==> src/rtl/rxb_pkg.sv <==
// Package: shared encodings of the indexed receive buffer controller.
// Assumes a 2-bit host word select and a 16-bit-or-wider control word.
package rxb_pkg;

    typedef enum logic [1:0] {
        SEL_CTRL  = 2'd0,
        SEL_INDEX = 2'd1,
        SEL_PTR   = 2'd2,
        SEL_BCAST = 2'd3
    } desc_sel_e;

    typedef enum logic [1:0] {
        ST_IDLE = 2'd0,
        ST_INFO = 2'd1,
        ST_TTAG = 2'd2,
        ST_DATA = 2'd3
    } seq_state_e;

    localparam int CTRL_IDX_MODE_BIT = 15;
    localparam int CTRL_IRQ_MASK_BIT = 14;

endpackage

==> src/rtl/rxb_hold_slot.sv <==
// Module: one held-write slot for a descriptor word.
// Passes a host write straight through when the descriptor is free, or parks
// it while a message is in progress and replays it on the first free cycle.
// Assumes 'hold' stays high from the start strobe to the last write.
module rxb_hold_slot #(
    parameter int W = 16
) (
    input  logic         clk,
    input  logic         rst_n,
    input  logic         hold,
    input  logic         hit,
    input  logic [W-1:0] din,
    output logic         load,
    output logic [W-1:0] val
);

    logic         pend_q;
    logic [W-1:0] pdat_q;

    // Park a write that arrives while the descriptor is locked.
    always_ff @(posedge clk) begin
        if (!rst_n) begin
            pend_q <= 1'b0;
            pdat_q <= '0;
        end else if (hold && hit) begin
            pend_q <= 1'b1;
            pdat_q <= din;
        end else if (!hold) begin
            pend_q <= 1'b0;
        end
    end

    // A fresh write wins over a parked one when both are due.
    assign load = !hold && (hit || pend_q);
    assign val  = hit ? din : pdat_q;

endmodule

==> src/rtl/rxb_desc_regs.sv <==
// Module: descriptor word storage and the per-message index/pointer update.
// Control keeps only its mode and mask bits; broadcast writes are discarded,
// because broadcast messages are handled elsewhere. Host loads and message
// updates never coincide: loads need 'hold' low, updates happen while high.
module rxb_desc_regs
    import rxb_pkg::*;
#(
    parameter int DW = 16
) (
    input  logic          clk,
    input  logic          rst_n,
    input  logic          wr_en,
    input  logic [1:0]    wr_sel,
    input  logic [DW-1:0] wr_data,
    input  logic          hold,
    input  logic          upd_en,
    input  logic [DW-1:0] upd_adv,
    output logic          idx_mode,
    output logic [DW-1:0] idx_cnt,
    output logic [DW-1:0] ptr_a,
    output logic          zero_hit
);

    localparam int NSLOT = 3;

    logic [NSLOT-1:0] hit;
    logic [NSLOT-1:0] load;
    logic [1:0]       ctrl_val;
    logic [DW-1:0]    idx_val;
    logic [DW-1:0]    ptr_val;
    logic             mode_q, mask_q;
    logic [DW-1:0]    idx_q, ptr_q;
    logic             step, last;

    // Decode the select into one hit per stored word.
    genvar g;
    generate
        for (g = 0; g < NSLOT; g++) begin : g_hit
            assign hit[g] = wr_en && (wr_sel == 2'(g));
        end
    endgenerate

    rxb_hold_slot #(.W(2)) u_slot_ctrl (
        .clk(clk), .rst_n(rst_n), .hold(hold), .hit(hit[SEL_CTRL]),
        .din({wr_data[CTRL_IDX_MODE_BIT], wr_data[CTRL_IRQ_MASK_BIT]}),
        .load(load[SEL_CTRL]), .val(ctrl_val)
    );

    rxb_hold_slot #(.W(DW)) u_slot_idx (
        .clk(clk), .rst_n(rst_n), .hold(hold), .hit(hit[SEL_INDEX]),
        .din(wr_data), .load(load[SEL_INDEX]), .val(idx_val)
    );

    rxb_hold_slot #(.W(DW)) u_slot_ptr (
        .clk(clk), .rst_n(rst_n), .hold(hold), .hit(hit[SEL_PTR]),
        .din(wr_data), .load(load[SEL_PTR]), .val(ptr_val)
    );

    // An indexed message steps the descriptor; the draining one leaves the pointer.
    assign step     = upd_en && mode_q && (idx_q != '0);
    assign last     = (idx_q == DW'(1));
    assign zero_hit = step && last && !mask_q;

    // Descriptor registers: host loads between messages, updates at message end.
    always_ff @(posedge clk) begin
        if (!rst_n) begin
            mode_q <= 1'b0;
            mask_q <= 1'b0;
            idx_q  <= '0;
            ptr_q  <= '0;
        end else begin
            if (load[SEL_CTRL]) begin
                mode_q <= ctrl_val[1];
                mask_q <= ctrl_val[0];
            end
            if (load[SEL_INDEX])  idx_q <= idx_val;
            else if (step)        idx_q <= idx_q - DW'(1);
            if (load[SEL_PTR])    ptr_q <= ptr_val;
            else if (step && !last) ptr_q <= ptr_q + upd_adv;
        end
    end

    assign idx_mode = mode_q;
    assign idx_cnt  = idx_q;
    assign ptr_a    = ptr_q;

endmodule

==> src/rtl/rxb_msg_seq.sv <==
// Module: message write sequencer.
// Emits info word, time tag and data words as RAM writes at ascending
// addresses from the base pointer, which must not change during a message.
// A count field of zero stands for MAXW words.
module rxb_msg_seq
    import rxb_pkg::*;
#(
    parameter int DW   = 16,
    parameter int MAXW = 32,
    localparam int NW  = $clog2(MAXW),
    localparam int CW  = $clog2(MAXW + 1)
) (
    input  logic          clk,
    input  logic          rst_n,
    input  logic          msg_start,
    input  logic [NW-1:0] msg_wcnt,
    input  logic [DW-1:0] msg_info,
    input  logic [DW-1:0] msg_ttag,
    input  logic          dat_vld,
    input  logic [DW-1:0] dat_word,
    input  logic [DW-1:0] base_ptr,
    output logic          ram_we,
    output logic [DW-1:0] ram_addr,
    output logic [DW-1:0] ram_wdata,
    output logic          busy,
    output logic          done,
    output logic [DW-1:0] adv
);

    seq_state_e    state_q;
    logic [CW-1:0] cnt_q;
    logic [CW-1:0] wr_q;
    logic [DW-1:0] info_q, ttag_q;
    logic          last_word;

    assign last_word = (wr_q + CW'(1)) == cnt_q;
    assign done      = (state_q == ST_DATA) && dat_vld && last_word;
    assign busy      = (state_q != ST_IDLE);
    assign adv       = DW'(cnt_q) + DW'(2);

    // Walk idle -> info -> time tag -> data, counting accepted data words.
    always_ff @(posedge clk) begin
        if (!rst_n) begin
            state_q <= ST_IDLE;
            cnt_q   <= '0;
            wr_q    <= '0;
            info_q  <= '0;
            ttag_q  <= '0;
        end else begin
            unique case (state_q)
                ST_IDLE: if (msg_start) begin
                    cnt_q   <= (msg_wcnt == '0) ? CW'(MAXW) : CW'(msg_wcnt);
                    info_q  <= msg_info;
                    ttag_q  <= msg_ttag;
                    wr_q    <= '0;
                    state_q <= ST_INFO;
                end
                ST_INFO: state_q <= ST_TTAG;
                ST_TTAG: state_q <= ST_DATA;
                ST_DATA: if (dat_vld) begin
                    wr_q <= wr_q + CW'(1);
                    if (last_word) state_q <= ST_IDLE;
                end
                default: state_q <= ST_IDLE;
            endcase
        end
    end

    // Drive the RAM write for the current phase of the message.
    always_comb begin
        ram_we    = 1'b0;
        ram_addr  = base_ptr;
        ram_wdata = '0;
        unique case (state_q)
            ST_INFO: begin
                ram_we    = 1'b1;
                ram_wdata = info_q;
            end
            ST_TTAG: begin
                ram_we    = 1'b1;
                ram_addr  = base_ptr + DW'(1);
                ram_wdata = ttag_q;
            end
            ST_DATA: begin
                ram_we    = dat_vld;
                ram_addr  = base_ptr + DW'(2) + DW'(wr_q);
                ram_wdata = dat_word;
            end
            default: ;
        endcase
    end

endmodule

==> src/rtl/idx_rxbuf_ctrl.sv <==
// Module: indexed receive buffer descriptor controller (top).
// Ties the descriptor storage to the message sequencer and registers the
// index-zero interrupt, so it pulses the cycle after the message's last write.
// Assumes the bus side raises msg_start only for messages to this subaddress.
module idx_rxbuf_ctrl #(
    parameter int DW   = 16,
    parameter int MAXW = 32,
    localparam int NW  = $clog2(MAXW)
) (
    input  logic          clk,
    input  logic          rst_n,
    input  logic          host_wr_en,
    input  logic [1:0]    host_wr_sel,
    input  logic [DW-1:0] host_wr_data,
    input  logic          msg_start,
    input  logic [NW-1:0] msg_wcnt,
    input  logic [DW-1:0] msg_info,
    input  logic [DW-1:0] msg_ttag,
    input  logic          dat_vld,
    input  logic [DW-1:0] dat_word,
    output logic          ram_we,
    output logic [DW-1:0] ram_addr,
    output logic [DW-1:0] ram_wdata,
    output logic          idx_irq
);

    logic          busy, done, zero_hit, idx_mode, irq_q;
    logic [DW-1:0] adv, idx_cnt, ptr_a;

    rxb_desc_regs #(.DW(DW)) u_desc (
        .clk(clk), .rst_n(rst_n),
        .wr_en(host_wr_en), .wr_sel(host_wr_sel), .wr_data(host_wr_data),
        .hold(busy || msg_start), .upd_en(done), .upd_adv(adv),
        .idx_mode(idx_mode), .idx_cnt(idx_cnt), .ptr_a(ptr_a),
        .zero_hit(zero_hit)
    );

    rxb_msg_seq #(.DW(DW), .MAXW(MAXW)) u_seq (
        .clk(clk), .rst_n(rst_n),
        .msg_start(msg_start), .msg_wcnt(msg_wcnt),
        .msg_info(msg_info), .msg_ttag(msg_ttag),
        .dat_vld(dat_vld), .dat_word(dat_word), .base_ptr(ptr_a),
        .ram_we(ram_we), .ram_addr(ram_addr), .ram_wdata(ram_wdata),
        .busy(busy), .done(done), .adv(adv)
    );

    // Register the interrupt so it follows the draining message's last write.
    always_ff @(posedge clk) begin
        if (!rst_n) irq_q <= 1'b0;
        else        irq_q <= zero_hit;
    end

    assign idx_irq = irq_q;

endmodule

==> config.mk <==
export PLATFORM = sky130hd
export DESIGN_NAME = idx_rxbuf_ctrl
export DESIGN_NICKNAME = d
export VERILOG_FILES = /design/src/rtl/rxb_pkg.sv /design/src/rtl/rxb_hold_slot.sv /design/src/rtl/rxb_desc_regs.sv /design/src/rtl/rxb_msg_seq.sv /design/src/rtl/idx_rxbuf_ctrl.sv
export SDC_FILE = /design/constraint.sdc
export NUM_CORES = 1
export LEC_CHECK = 0
export ABC_AREA = 1
export BUFFER_PORTS_ARGS = -buffer_cell sky130_fd_sc_hd__clkbuf_2
export CAP_MARGIN = 20
export CORE_ASPECT_RATIO = 0.6
export CORE_UTILIZATION = 45
export CTS_BUF_LIST = sky130_fd_sc_hd__clkbuf_4 sky130_fd_sc_hd__clkbuf_8
export CTS_CLUSTER_DIAMETER = 60
export DETAILED_ROUTE_END_ITERATION = 16
export PLACE_DENSITY = 0.61
export SLEW_MARGIN = 25
export SYNTH_ARGS = -nofsm -noshare
export SYNTH_HDL_FRONTEND = slang
export SYNTH_SLANG_ARGS = --single-unit
==> constraint.sdc <==
create_clock -name clk -period 7.49 [get_ports clk]
set_clock_uncertainty 0.15 [all_clocks]
set_input_delay 0.749 -clock clk [delete_from_list [all_inputs] [get_ports clk]]
set_output_delay 0.749 -clock clk [all_outputs]
set_load 0.01 [all_outputs]
After elaboration in Yosys (flattened, before gate mapping):

Cells that the tools add are included.

* flip-flop bits (word level): 118
* input port bits: 76
* word-level logic and storage cells: 93

* add/subtract/negate cells: 7
* equality and inequality tests: 13
* multiplexer cells: 22
* reductions and logical operators: 35

Operator list (count)
* $mux W16: 6
* $pmux W16 S3: 1
* $pmux W16 S2: 1
* $mux W6: 3
* $add A16 B1 Y16 const B: 1
* $add A16 B16 Y16: 1
* $add A16 B2 Y16 const B: 1
* $add A16 B6 Y16: 1
* $eq A16 B1 Y1 const B: 1
* $logic_and A1 B1 Y1: 16
* $reduce_bool A16 Y1: 1
* $sub A16 B1 Y16 const B: 1
* $pmux W6 S2: 1
* $mux W2: 4
* $ne A2 B2 Y1 const B: 4
* $pmux W2 S4: 1
* $reduce_bool A2 Y1: 4
* $add A6 B2 Y7 const B: 1
* $add A6 B1 Y6 const B: 1
* $eq A2 B2 Y1 const B: 3
* $eq A6 B6 Y1: 1
* $reduce_and A3 Y1: 2
* $logic_not A5 Y1: 1
* $eq A2 B1 Y1 const B: 2
* 8 further kinds: 18

Logic depth before layout (Yosys ltp):

Gate-level depths: netlist of the first run.

* word-level depth: 8
* gate-level depth with buffers: 18
* gate-level depth less buffers: 18

Cells and area by module:

From an unflattened synthesis of the first run, not the netlist that was laid out.

* cells, all modules: 1369
* area, all modules: 8304.2 µm²

By module, submodules not included
* rxb_msg_seq: times used 1, cells each 586, area an instance 3508.4 µm², seq. area each 920.9 µm²
* rxb_desc_regs: times used 1, cells each 464, area an instance 2829.0 µm², seq. area each 680.7 µm²
* rxb_hold_slot (u_desc.u_slot_idx ...): times used 2, cells each 145, area an instance 890.9 µm², seq. area each 340.3 µm²
* rxb_hold_slot (u_desc.u_slot_ctrl): times used 1, cells each 23, area an instance 146.4 µm², seq. area each 60.1 µm²
* idx_rxbuf_ctrl: times used 1, cells each 6, area an instance 38.8 µm², seq. area each 20.0 µm²

Worst setup path before layout of the first run:

No wires, ideal clock.

* path type: register -> output
* from: reg u_desc.ptr_q[1] (netlist: u_desc.ptr_a[1])
* to: out ram_addr[9]
* data arrival time: 2.244 ns
* required time: 6.591 ns
* path slack: 4.347 ns
* stages on the path, launching flop included: 15
* buffers on the path: 0
* path through: dfxtp_1 inv_1 ha_1 inv_1 ha_1 fa_1 nand3_1 nand3_1 nand2_1 nand2_1 nand2_1 nand2_1 nand2_1 o21ai_0 o21ai_0

* word-level cells in the longest chain between the ends: 3
* elaborated cells between the ends (all ways): 4

Ends and longest elaborated chain
* start: declaration: line rxb_desc_regs.sv:32 `logic [DW-1:0] idx_q, ptr_q;`
* start signal: assignment: line rxb_desc_regs.sv:78 `if (load[SEL_PTR]) ptr_q <= ptr_val;`
* start signal: assignment: line rxb_desc_regs.sv:79 `else if (step && !last) ptr_q <= ptr_q + upd_adv;`
* $add A16 B2 Y16: line rxb_msg_seq.sv:86 `ram_addr = base_ptr + DW'(2) + DW'(wr_q);`
* $add A16 B6 Y16: line rxb_msg_seq.sv:86
* $pmux W16 S2 *: line rxb_msg_seq.sv:74 `unique case (state_q)`
* end: declaration: line idx_rxbuf_ctrl.sv:22 `output logic [DW-1:0] ram_addr,`

Mark *: on every way between the ends. The rest lies on a longest branch, timed or not.

Worst setup path in the final report of the first run:

Ends and elaborated chain as after synthesis.

==> impl_metrics.env, run 1 <==
export IMPL_cts_tree="yes"
export IMPL_ys_seq_elements=118
export IMPL_first_global_vias=6555
export IMPL_dr_first_iter_drc_count=648
export IMPL_use_met3_pct=5.69
export IMPL_use_met1_pct=40.6
export IMPL_setup_ws_ns=3.45
export IMPL_diodes=0
export IMPL_grtUsageTotal_pct=25.8
export IMPL_max_slew_margin_pct=34.2
export IMPL_report_final_setup_viol=0
export IMPL_yosysWarnings=0
export IMPL_cellLeakagePower_nw=4.12
export IMPL_met2_usage_pct=34.8
export IMPL_clock_path_buffers=2
export IMPL_pre_cts_ws_ns=3.95
export IMPL_tightest_slew_ns=0.987
export IMPL_fin_cells=1520
export IMPL_r2r_slack_ns=4.43
export IMPL_synth_nets=1306
export IMPL_setup_tns_ns=0
export IMPL_status="completed"
export IMPL_synth_top_area_share_pct=31.4
export IMPL_ios=110
export IMPL_synth_area_per_cell_um2=6.29
export IMPL_final_cell_mix="nand2_1 (313), nor2_1 (191), o21ai_0 (120)"
export IMPL_reg2reg_from="u_seq.cnt_q[1]"
export IMPL_area_growth_pct=14.6
export IMPL_grt_max_degree=81
export IMPL_final_area_mm2=0.00863
export IMPL_crit_required_ns=6.59
export IMPL_worstPathArrival_ns=3.14
export IMPL_cts_made_buffers=17
export IMPL_power_mw=2.34
export IMPL_hold_end="idx_irq"
export IMPL_hold_path_depth=1
export IMPL_synthArstFlopShare_pct=0
export IMPL_path_buf_inv=3
export IMPL_post_cts_resized=0
export IMPL_die_area_mm2=0.0173
export IMPL_max_cap_viol_count=0
export IMPL_path_cells="inv_1 -> ha_1 -> inv_1 -> ha_1 -> fa_1 -> nand3_1 -> nand3_1 -> nand2_1 -> nand2_1 -> nand2_1 -> nand2_1 -> nand2_1 -> o21ai_0 -> o21ai_0 -> clkbuf_2"
export IMPL_crit_family="adder cells"
export IMPL_grt_overflow_total=0
export IMPL_drc_errors=0
export IMPL_start_util_pct=46.2
export IMPL_antenna_found_initial=0
export IMPL_fillers=1705
export IMPL_vias=7930
export IMPL_ir_drop_uv=141
export IMPL_placed_cells=1488
export IMPL_synth_edf_count=0
export IMPL_syn_area_mm2=0.00753
export IMPL_finalCritPeriodShare_pct=53.9
export IMPL_placed_cell_area_mm2=0.00815
export IMPL_min_from="u_desc.mask_q"
export IMPL_ys_types=45
export IMPL_postCtsHoldBufs=0
export IMPL_clk_pin_slew_ns=0.07
export IMPL_cts_setup_buffers=0
export IMPL_dieWidth_um=169
export IMPL_path_common_cell="nand2_1"
export IMPL_core_mm2=0.0163
export IMPL_critPathKind="reg2out"
export IMPL_gp_congestion=0.925
export IMPL_worstSkewPairLatency_ns=0.43
export IMPL_cpPeakStageDelay_ns=0.45
export IMPL_crit_slowest_cell="dfxtp_1"
export IMPL_synth_area_leaders="dfxtp_1 (31%), nand2_1 (16%), nor2_1 (9.6%)"
export IMPL_firstDrtPassIters=5
export IMPL_rows=36
export IMPL_final_nets=1387
export IMPL_fp_dieH_um=102
export IMPL_max_freq_ghz=0.248
export IMPL_crit_fanout=6
export IMPL_routed_wl_mm=22.0
export IMPL_wire_per_inst_um=14.5
export IMPL_post_route_util_pct=52.9
export IMPL_start_kind="register"
export IMPL_ys_flop_type="dfxtp_1"
export IMPL_clock_sinks=118
export IMPL_slew_viol_final=0
export IMPL_rsz0062_at_grt="no"
export IMPL_synth_top_area_cell="dfxtp_1"
export IMPL_final_min_clock_period_ns=4.04
export IMPL_p_per_area_mw_per_mm2=271
export IMPL_drive_gt1_share_pct=13.5
export IMPL_antenna_left=0
export IMPL_busiest_layer="met1"
export IMPL_hold_viol=0
export IMPL_dpl_hpwl_mm=16.2
export IMPL_syn_inst=1198
export IMPL_avgViaCountPerCell=5.22
export IMPL_rr_worst_depth=16
export IMPL_port_buffers=109
export IMPL_hp_class="reg2reg"
export IMPL_cts_root_buf="clkbuf_8"
export IMPL_timing_rr_end="u_desc.ptr_a[11]"
export IMPL_seq_area_frac_synth_pct=31.4
export IMPL_endpoint_kind="primary output"
export IMPL_final_common_cell="nand2_1"
export IMPL_h_tree_depth=4
export IMPL_whs_ns=0.284
export IMPL_grt_pass1_wl_mm=34.9
-- final cells by class --
class | count | area [um^2] | area share, %
repair buffers | 113 | 576 | 6.67
multi-input cells | 908 | 4490 | 52.0
clock buffers | 18 | 248 | 2.87
flip-flops and latches | 118 | 2360 | 27.4
inverters | 121 | 454 | 5.26
clock inverters | 14 | 221 | 2.57
well taps | 228 | 285 | 3.30
-- synth_stat cells, types with 4 or more instances --
| cell | count |
|---|---|
| inv_1 | 110 |
| a21oi_1 | 56 |
| clkbuf_1 | 34 |
| nor2_1 | 193 |
| nand3_2 | 5 |
| a31oi_1 | 7 |
| nand3_1 | 82 |
| ha_1 | 30 |
| xnor2_1 | 6 |
| a211oi_1 | 22 |
| xor2_1 | 10 |
| nand4_1 | 9 |
| o21ai_0 | 120 |
| clkinv_1 | 4 |
| buf_2 | 9 |
| dfxtp_1 | 118 |
| nor3_1 | 12 |
| inv_2 | 7 |
| o211ai_1 | 11 |
| nand2_1 | 313 |
-- sequential cells by signal, indices dropped and copies added, names as in the netlist, 2 cells and up --
name / count
u_seq.wr_q: 6
u_desc.idx_cnt: 16
u_seq.state_q: 2
u_desc.u_slot_ctrl.pdat_q: 2
u_desc.u_slot_ptr.pdat_q: 16
u_desc.u_slot_idx.pdat_q: 16
u_seq.info_q: 16
u_seq.ttag_q: 16
u_seq.cnt_q: 6
u_desc.ptr_a: 16
-- report_power, final --
group	internal [mW]	leakage, nW	total, mW	switching, mW
clock	0.409	0.238	0.686	0.277
combinational	0.282	2.92	0.837	0.555
sequential	0.729	0.965	0.813	0.0843
-- worst max path at each step --
stage | end | depth (start not counted) | slack [ns] | startpoint
after floorplan | ram_addr[9] | 14 | 4.35 | u_desc.ptr_a[1]
after detailed placement | ram_addr[14] | 11 | 3.95 | u_seq.state_q[0]
after global routing | ram_addr[14] | 11 | 3.16 | u_seq.state_q[0]
final | ram_addr[9] | 15 | 3.45 | u_desc.ptr_a[1]
after global placement | ram_addr[14] | 11 | 4.06 | u_seq.state_q[0]
after CTS | ram_addr[14] | 11 | 3.47 | u_seq.state_q[0]
-- worst register-to-register path: stages, from the launching register on --
cell     delay (ns)
dfxtp_1        0.45
inv_1          0.16
o31ai_1        0.39
nand2_1        0.09
inv_1          0.09
ha_1           0.28
a21oi_1        0.44
inv_1          0.10
nand2_1        0.08
nand3_1        0.15
nand3_1        0.12
nand3_1        0.07
nand2_1        0.15
inv_1          0.07
nand2_1        0.06
nand2_1        0.05
nor2_1         0.10
-- metal layers --
layer	vias up	part of all wire, %
met5	-	0
met3	11	8.2
met2	295	38
met1	3558	54
li1	4066	-
met4	0	0.62
-- kinds of logic after synthesis --
kind of cell | after synthesis | share of synthesized area (%)
simple gates | 626 | 34.3
compound gates | 232 | 17.4
buf+inv | 172 | 9.32
flops | 118 | 31.4
fa+ha+maj | 32 | 5.51
xor+xnor | 16 | 1.86
mux | 2 | 0.266
(Power assumes the default switching activity.)
==> inputs of run 2 (changes only) <==
--- a/config.mk
+++ b/config.mk
@@ -5,7 +5,7 @@
 export SDC_FILE = /design/constraint.sdc
 export NUM_CORES = 1
 export LEC_CHECK = 0
-export ABC_AREA = 1
+export ABC_AREA = 0
 export BUFFER_PORTS_ARGS = -buffer_cell sky130_fd_sc_hd__clkbuf_2
 export CAP_MARGIN = 20
 export CORE_ASPECT_RATIO = 0.6
@@ -13,7 +13,7 @@
 export CTS_BUF_LIST = sky130_fd_sc_hd__clkbuf_4 sky130_fd_sc_hd__clkbuf_8
 export CTS_CLUSTER_DIAMETER = 60
 export DETAILED_ROUTE_END_ITERATION = 16
-export PLACE_DENSITY = 0.61
+export PLACE_DENSITY = 0.62
 export SLEW_MARGIN = 25
 export SYNTH_ARGS = -nofsm -noshare
 export SYNTH_HDL_FRONTEND = slang
==> constraint.sdc (replaced) <==
create_clock -name clk -period 3.8 [get_ports clk]
set_clock_uncertainty 0.15 [all_clocks]
set_input_delay 0.38 -clock clk [delete_from_list [all_inputs] [get_ports clk]]
set_output_delay 0.38 -clock clk [all_outputs]
set_load 0.01 [all_outputs]
==> run 2 against run 1 <==
Register-to-register slack got worse by 3.7 ns. Power rose by 75%. First-iteration DRC count rose by 22%. Die area fell by 8.0%. Area after synthesis fell by 8.2%. Largest power group is now registers. Critical path depth fell by 6.
==> impl_metrics.env, run 2 <==
export IMPL_cts_tree="yes"
export IMPL_grt_pass1_wl_mm=34.6
export IMPL_cts_root_buf="clkbuf_8"
export IMPL_dr_first_iter_drc_count=791
export IMPL_min_from="msg_ttag[9]"
export IMPL_combPwrFrac_pct=31.2
export IMPL_slew_viol_final=0
export IMPL_routed_wl_mm=21.5
export IMPL_grt_overflow_total=0
export IMPL_die_area_mm2=0.0159
export IMPL_grt_max_degree=37
export IMPL_p_per_area_mw_per_mm2=491
export IMPL_p_sw_share_pct=37.4
export IMPL_endpoint_kind="primary output"
export IMPL_crit_required_ns=3.27
export IMPL_synth_area_leaders="dfxtp_1 (34%), nand2_1 (13%), a21oi_1 (7.2%)"
export IMPL_synth_top_area_share_pct=34.1
export IMPL_pre_cts_ws_ns=0.303
export IMPL_ys_flop_type="dfxtp_1"
export IMPL_fin_cells=1246
export IMPL_clock_path_buffers=2
export IMPL_synth_area_per_cell_um2=7.52
export IMPL_finalCritPeriodShare_pct=96.1
export IMPL_dpl_hpwl_mm=15.5
export IMPL_syn_area_mm2=0.00692
export IMPL_power_mw=4.08
export IMPL_final_common_cell="nand2_1"
export IMPL_dieWidth_um=162
export IMPL_worstPathArrival_ns=3.12
export IMPL_antenna_left=0
export IMPL_ys_seq_elements=118
export IMPL_final_cell_mix="nand2_1 (236), dfxtp_1 (117), clkbuf_2 (109)"
export IMPL_vias=7118
export IMPL_yosys_top_cells_count="nand2_1 (236), dfxtp_1 (118), a21oi_1 (99)"
export IMPL_synth_nets=1028
export IMPL_diodes=0
export IMPL_synthArstFlopShare_pct=0
export IMPL_crit_start="u_seq.wr_q[2]"
export IMPL_yosysWarnings=0
export IMPL_p_switching_mw=1.53
export IMPL_area_growth_pct=20.2
export IMPL_cellLeakagePower_nw=3.40
export IMPL_tightest_slew_ns=0.915
export IMPL_clock_sinks=118
export IMPL_synth_top_area_cell="dfxtp_1"
export IMPL_final_min_clock_period_ns=3.65
export IMPL_drc_errors=0
export IMPL_clk_pin_slew_ns=0.08
export IMPL_fp_dieH_um=98.1
export IMPL_worstSkewPairLatency_ns=0.45
export IMPL_hold_viol=0
export IMPL_yosysMostFrequentCell="nand2_1"
export IMPL_cts_setup_buffers=0
export IMPL_cts_made_buffers=17
export IMPL_antenna_found_initial=0
export IMPL_start_kind="register"
export IMPL_ios=110
export IMPL_placed_cells=1190
export IMPL_hp_class="in2reg"
export IMPL_crit_fanout=7
export IMPL_drive_gt1_share_pct=16.8
export IMPL_gp_congestion=0.876
export IMPL_seq_area_frac_synth_pct=34.1
export IMPL_p_seq_share_pct=36.6
export IMPL_critPathKind="reg2out"
export IMPL_whs_ns=0.0154
export IMPL_max_slew_margin_pct=38.8
export IMPL_core_mm2=0.0148
export IMPL_avgViaCountPerCell=5.71
export IMPL_wire_per_inst_um=17.2
export IMPL_grtUsageTotal_pct=27.6
export IMPL_h_tree_depth=4
export IMPL_synth_edf_count=0
export IMPL_start_util_pct=46.9
export IMPL_max_cap_viol_count=0
export IMPL_setup_ws_ns=0.148
export IMPL_port_buffers=109
export IMPL_reg2reg_from="u_seq.cnt_q[1]"
export IMPL_max_freq_ghz=0.274
export IMPL_setup_tns_ns=0
export IMPL_p_clk_share_pct=32.2
export IMPL_ir_drop_uv=253
export IMPL_status="completed"
export IMPL_final_nets=1143
export IMPL_firstDrtPassIters=5
export IMPL_first_global_vias=6470
export IMPL_rows=34
export IMPL_internal_power_mw=2.56
export IMPL_syn_inst=920
export IMPL_report_final_setup_viol=0
export IMPL_ys_types=71
-- run 2: changes by cell type in the layout (fill, tap and decap cells not counted), sizes merged, moves of 14 or more --
cell,delta
nor2,-139
nand3,-48
o21ai,-97
dlygate4sd3,+24
mux2i,+14
a211oi,-16
inv,-99
a21oi,+41
nand2,-79
buf,+15
a222oi,+16
-- run 2: through the flow --
step                util [%]  cell area, um^2
finish                  56.4             8320
detailed placement      51.6             7620
global route            56.4             8320
global placement        51.6             7620
CTS                     56.3             8310
floorplan                  -             6920
-- run 2: power groups by stage --
stage / Clock (mW) / Combinational, mW / Sequential (mW)
after detailed placement: 0 / 1.23 / 1.51
after global placement: 0 / 1.23 / 1.51
final: 1.32 / 1.27 / 1.49
after CTS: 1.33 / 1.26 / 1.49
after floorplan: 0 / 0.884 / 1.47
after global routing: 1.39 / 1.42 / 1.51
-- run 2: critical path, cell delays in order, from the launching register on --
cell and delay [ns]:
dfxtp_1 0.47, ha_1 0.34, ha_1 0.31, a21o_1 0.15, a21o_1 0.21, a2111oi_1 0.57, o21a_1 0.25, nor2_1 0.06
a21oi_1 0.16, clkbuf_2 0.15
-- run 2: area by class of cell --
cell class / instances / area [um^2]
Clock inverter: 14 / 196
Tap cell: 198 / 248
Clock buffer: 18 / 248
Inverter: 17 / 63.8
Timing Repair Buffer: 152 / 928
Multi-Input combinational cell: 729 / 4270
Sequential cell: 118 / 2360
Fill cell: 1442 / 6440
-- run 2: final timing paths --
check,end,slack [ns],cells past startpoint
setup / recovery,ram_addr[8],0.15,9
hold / removal,u_seq.ttag_q[9],0.02,3
setup reg to reg,u_desc.ptr_a[12],0.68,10
hold reg to reg,u_desc.u_slot_ptr.pdat_q[14],0.31,2
-- run 2: cells by family (layout without fill, tap and decap cells) --
kind of cell    count (synthesis)  count (layout)  synth area share (%)
flops                         118             118                  34.1
compound gates                232             232                  22.2
fa+ha+maj                      32              32                  6.00
simple gates                  425             425                  27.9
xor+xnor                       24              24                  3.15
buf+inv                        73             201                  4.34
mux                            16              16                  2.31
-- run 2: timing repair --
item	CTS	global route
endpoints found under the setup margin	5	9
hold endpoints to repair	24	0
gates resized for setup	2	5
pin swaps	0	1
hold buffers	24	0
-- run 2: layer usage --
metal | global-route usage (%) | vias to the layer above | routed length, um
met2 | 36.8 | 309 | 8180
met4 | 5.59 | 0 | 81
met5 | 0 | - | 0
met3 | 6.63 | 11 | 1920
met1 | 43.7 | 3273 | 11300
li1 | - | 3525 | -
